File: config.mk
export PLATFORM = sky130hd
export DESIGN_NAME = mux_serializer
export DESIGN_NICKNAME = d
export VERILOG_FILES = /design/src/rtl/mux_serializer_pkg.sv /design/src/rtl/ser_sel_counter.sv /design/src/rtl/ser_word_hold.sv /design/src/rtl/ser_bit_pick.sv /design/src/rtl/mux_serializer.sv
export SDC_FILE = /design/constraint.sdc
export NUM_CORES = 1
export LEC_CHECK = 0
export BUFFER_PORTS_ARGS = -buffer_cell sky130_fd_sc_hd__buf_2
export CAP_MARGIN = 20
export CELL_PAD_IN_SITES_DETAIL_PLACEMENT = 0
export CELL_PAD_IN_SITES_GLOBAL_PLACEMENT = 1
export CORE_AREA = 2 2 39 41
export DETAILED_ROUTE_END_ITERATION = 10
export DIE_AREA = 0 0 41 43
export PLACE_DENSITY = 0.65
export SLEW_MARGIN = 10
export SYNTH_ARGS = -nofsm -noshare
export SYNTH_HDL_FRONTEND = slang
export SYNTH_SLANG_ARGS = --single-unit
File: constraint.sdc
create_clock -name clk -period 2.99 [get_ports clk]
set_input_delay 0.598 -clock clk [delete_from_list [all_inputs] [get_ports clk]]
set_output_delay 0.598 -clock clk [all_outputs]
set_load 0.05 [all_outputs]
File: src/rtl/mux_serializer_pkg.sv
package mux_serializer_pkg;

  function automatic int sel_bits(input int width);
    return (width <= 2) ? 1 : $clog2(width);
  endfunction

endpackage

File: src/rtl/ser_sel_counter.sv
module ser_sel_counter #(
  parameter int WORD_W = 4,
  localparam int SEL_W = mux_serializer_pkg::sel_bits(WORD_W)
) (
  input  logic             clk,
  input  logic             rst,
  output logic [SEL_W-1:0] sel,
  output logic             at_last,
  output logic             at_first
);

  localparam logic [SEL_W-1:0] LAST = SEL_W'(WORD_W - 1);

  logic [SEL_W-1:0] sel_q;

  always_ff @(posedge clk) begin
    if (rst)
      sel_q <= '0;
    else if (sel_q == LAST)
      sel_q <= '0;
    else
      sel_q <= sel_q + 1'b1;
  end

  assign sel      = sel_q;
  assign at_last  = (sel_q == LAST);
  assign at_first = (sel_q == '0);

endmodule

File: src/rtl/ser_word_hold.sv
module ser_word_hold #(
  parameter int WORD_W = 4
) (
  input  logic              clk,
  input  logic              rst,
  input  logic              take,
  input  logic [WORD_W-1:0] word_in,
  output logic [WORD_W-1:0] word_q
);

  always_ff @(posedge clk) begin
    if (rst)
      word_q <= '0;
    else if (take)
      word_q <= word_in;
  end

endmodule

File: src/rtl/ser_bit_pick.sv
module ser_bit_pick #(
  parameter int WORD_W = 4,
  localparam int SEL_W = mux_serializer_pkg::sel_bits(WORD_W)
) (
  input  logic              clk,
  input  logic              rst,
  input  logic [WORD_W-1:0] word,
  input  logic [SEL_W-1:0]  sel,
  input  logic              first,
  output logic              bit_q,
  output logic              mark_q
);

  logic [WORD_W-1:0] dec;
  logic [WORD_W-1:0] gated;
  logic              picked;

  for (genvar i = 0; i < WORD_W; i++) begin : g_lane
    assign dec[i]   = (sel == SEL_W'(i));
    assign gated[i] = dec[i] & word[i];
  end

  assign picked = |gated;

  always_ff @(posedge clk) begin
    if (rst) begin
      bit_q  <= 1'b0;
      mark_q <= 1'b0;
    end else begin
      bit_q  <= picked;
      mark_q <= first;
    end
  end

endmodule

File: src/rtl/mux_serializer.sv
module mux_serializer #(
  parameter int WORD_W = 4
) (
  input  logic              clk,
  input  logic              rst,
  input  logic              load_en,
  input  logic [WORD_W-1:0] par_in,
  output logic              ser_out,
  output logic              frame_mark
);

  localparam int SEL_W = mux_serializer_pkg::sel_bits(WORD_W);

  logic [SEL_W-1:0]  sel;
  logic              at_last;
  logic              at_first;
  logic              take;
  logic [WORD_W-1:0] word_q;

  ser_sel_counter #(.WORD_W(WORD_W)) u_cnt (
    .clk      (clk),
    .rst      (rst),
    .sel      (sel),
    .at_last  (at_last),
    .at_first (at_first)
  );

  assign take = load_en & at_last;

  ser_word_hold #(.WORD_W(WORD_W)) u_hold (
    .clk     (clk),
    .rst     (rst),
    .take    (take),
    .word_in (par_in),
    .word_q  (word_q)
  );

  ser_bit_pick #(.WORD_W(WORD_W)) u_pick (
    .clk    (clk),
    .rst    (rst),
    .word   (word_q),
    .sel    (sel),
    .first  (at_first),
    .bit_q  (ser_out),
    .mark_q (frame_mark)
  );

endmodule

==> flow_metrics.env <==
export IMPL_cts_max_level=1
export IMPL_vdd_drop_max_uv=151
export IMPL_async_flop_share_pct=0
export IMPL_crit_buf_inv=1
export IMPL_grt_first_pass_wirelength_um=993
export IMPL_min_to="u_cnt.sel[0]$_SDFF_PP0_"
export IMPL_initial_utilization_pct=26.2
export IMPL_ys_ff_latch=8
export IMPL_reg2regPathDepth=3
export IMPL_yosysTopAreaCell="dfxtp_1"
export IMPL_cts_buffer_depth=2
export IMPL_hold_viol=0
export IMPL_place_congestion=0.660
export IMPL_netlist_area_um2=363
export IMPL_cts_buffers=3
export IMPL_ys_types=12
export IMPL_ctsHoldBuffers=0
export IMPL_post_cts_buffers=0
export IMPL_reg2reg_to="u_pick.bit_q$_SDFF_PP0_"
export IMPL_drc=0
export IMPL_fin_area_um2=419
export IMPL_area_delta_synth_final_pct=15.5
export IMPL_total_power_uw=230
export IMPL_io_buffers=8
export IMPL_seq_area_um2=160
export IMPL_rows=14
export IMPL_tightest_slew_ns=0.369
export IMPL_reg2reg_slack_ns=1.87
export IMPL_synth_area_leaders="dfxtp_1, ha_1, a21bo_1"
export IMPL_drv_slew=0
export IMPL_setup_tns_ns=0
export IMPL_totalWireLength_um=603
export IMPL_status="finished, final reports clean"
export IMPL_synth_edf_count=0
export IMPL_cts_resized=0
export IMPL_cp_max_fo=1
export IMPL_overflow=0
export IMPL_p_leak_nw=0.179
export IMPL_hold_class="register to register"
export IMPL_p_per_area_mw_per_mm2=549
export IMPL_cts_root_buf="clkbuf_4"
export IMPL_synth_top_cells_by_count="dfxtp_1, a21oi_1, a21bo_1, ha_1, nand3_1"
export IMPL_crit_chain="buf_2"
export IMPL_startpoint_type="register"
export IMPL_period_needed_ns=1.39
export IMPL_grt_usage_pct=8.65
export IMPL_cts_tree="built"
export IMPL_die_y_um=43
export IMPL_dpl_cell_count=56
export IMPL_crit_required_ns=2.39
export IMPL_cpMaxStageDelayCell="dfxtp_1"
export IMPL_synthCells=35
export IMPL_detail_route_antenna_nets=0
export IMPL_critPathArrivalTime_ns=0.80
export IMPL_min_from="u_cnt.sel[0]$_SDFF_PP0_"
export IMPL_layout_cells_non_filler=59
export IMPL_rr_startpoint="u_cnt.sel[0]$_SDFF_PP0_"
export IMPL_grt_max_degree=12
export IMPL_cpPeakStageDelay_ns=0.30
export IMPL_avgSynthCellArea_um2=10.4
export IMPL_cp_end_kind="output pin"
export IMPL_post_route_period_util_pct=46.6
export IMPL_skew_ns=0.00138
export IMPL_detail_route_wl_per_cell_um=10.2
export IMPL_drt_iter0_drc=7
export IMPL_ys_seq_area_share_pct=44.1
export IMPL_cpLargestDelayFamily="flip-flops"
export IMPL_setup_viol_count_final=0
export IMPL_synth_fp_nets=46
export IMPL_die_w_um=41
export IMPL_grt_pass1_vias=256
export IMPL_fmax_ghz=0.717
export IMPL_nets=56
export IMPL_yosys_warnings=0
export IMPL_fillCellCount=148
export IMPL_vias=259
export IMPL_synth_top_area_share_pct=44.1
export IMPL_slew_headroom_pct=75.4
export IMPL_rsz0062_at_grt="false"
export IMPL_whs_path_depth=1
export IMPL_clkLatencyLatePin_ns=0.25
export IMPL_maxCapViolations=0
export IMPL_antenna_found_initial=0
export IMPL_yosysMostFrequentCell="dfxtp_1"
export IMPL_die_area_mm2=0.00176
export IMPL_path_class="register to output pin"
export IMPL_multi_input_area_um2=169
export IMPL_firstDrtPassIters=3
export IMPL_avgViaCountPerCell=4.39
export IMPL_layout_drive_gt1_share_pct=25.6
export IMPL_cts_sinks=8
export IMPL_ioPinCount=9
export IMPL_placed_cell_area_um2=397
export IMPL_diodes=0
export IMPL_synth_flop_cell="dfxtp_1"
export IMPL_path_clk_slew_ns=0.05
export IMPL_core_area_mm2=0.00138
-- metrics by stage --
| stage | util, % | setup WS [ns] | hold WS, ns |
|---|---|---|---|
| 2_1_floorplan | - | 1.80 | 0.453 |
| 3_5_place_dp | 28.7 | 1.84 | 0.483 |
| 3_3_place_gp | 28.7 | 1.85 | 0.473 |
| 4_1_cts | 30.3 | 1.58 | 0.490 |
| 6_report | 30.3 | 1.60 | 0.487 |
| 5_1_grt | 30.3 | 1.56 | 0.520 |
-- cell families after synthesis --
family	count (synthesis)	share of synthesized area, %
AO/OA/AOI/OAI	11	22.1
flip-flops	8	44.1
AND/OR/NAND/NOR	7	10.7
buffers and inverters	5	9.31
adder cells (fa/ha/maj)	4	13.8
-- registers in the layout (all words and copies together), names as in the netlist --
register and flops:
u_hold.word_q 4, u_cnt.sel 2, u_pick.mark_q 1, u_pick.bit_q 1
-- cell usage in the layout (no fill, tap or decap), drive strengths merged --
cell,n
clkbuf,3
nor3,1
nor3b,1
buf,8
a21oi,5
dfxtp,8
a22oi,2
ha,4
inv,2
nand3,4
nor2b,1
a21bo,4
-- worst max-delay path by stage --
stage	from	end	slack (ns)	cells after the start
finish	u_pick.bit_q$_SDFF_PP0_	ser_out	1.60	1
global route	u_pick.mark_q$_SDFF_PP0_	frame_mark	1.56	1
CTS	u_pick.bit_q$_SDFF_PP0_	ser_out	1.58	1
detailed placement	load_en	u_hold.word_q[1]$_SDFFE_PP0P_	1.84	3
global placement	load_en	u_hold.word_q[1]$_SDFFE_PP0P_	1.85	3
floorplan	u_pick.mark_q$_SDFF_PP0_	frame_mark	1.80	0
-- per-layer routing --
metal | wire [um] | track usage [%] | vias to the layer above
met4 | 12 | 10.0 | 0
met2 | 274 | 11.9 | 6
met1 | 291 | 9.71 | 113
li1 | - | - | 138
met5 | 0 | 0 | -
met3 | 24 | 1.57 | 2
-- area by class of cell --
cell class | count | share of cell area, %
Inverter | 2 | 1.79
Clock buffer | 3 | 5.37
Multi-Input combinational cell | 22 | 40.3
Sequential cell | 8 | 38.2
Tap cell | 16 | 4.78
Timing Repair Buffer | 8 | 9.55
-- where the power goes --
| group | internal [mW] | switching (mW) |
|---|---|---|
| sequential | 0.113 | 0.00384 |
| clock | 0.0458 | 0.0345 |
| combinational | 0.0127 | 0.0200 |
| total | 0.172 | 0.0583 |
Note: power is estimated with default switching activity, not from simulation.
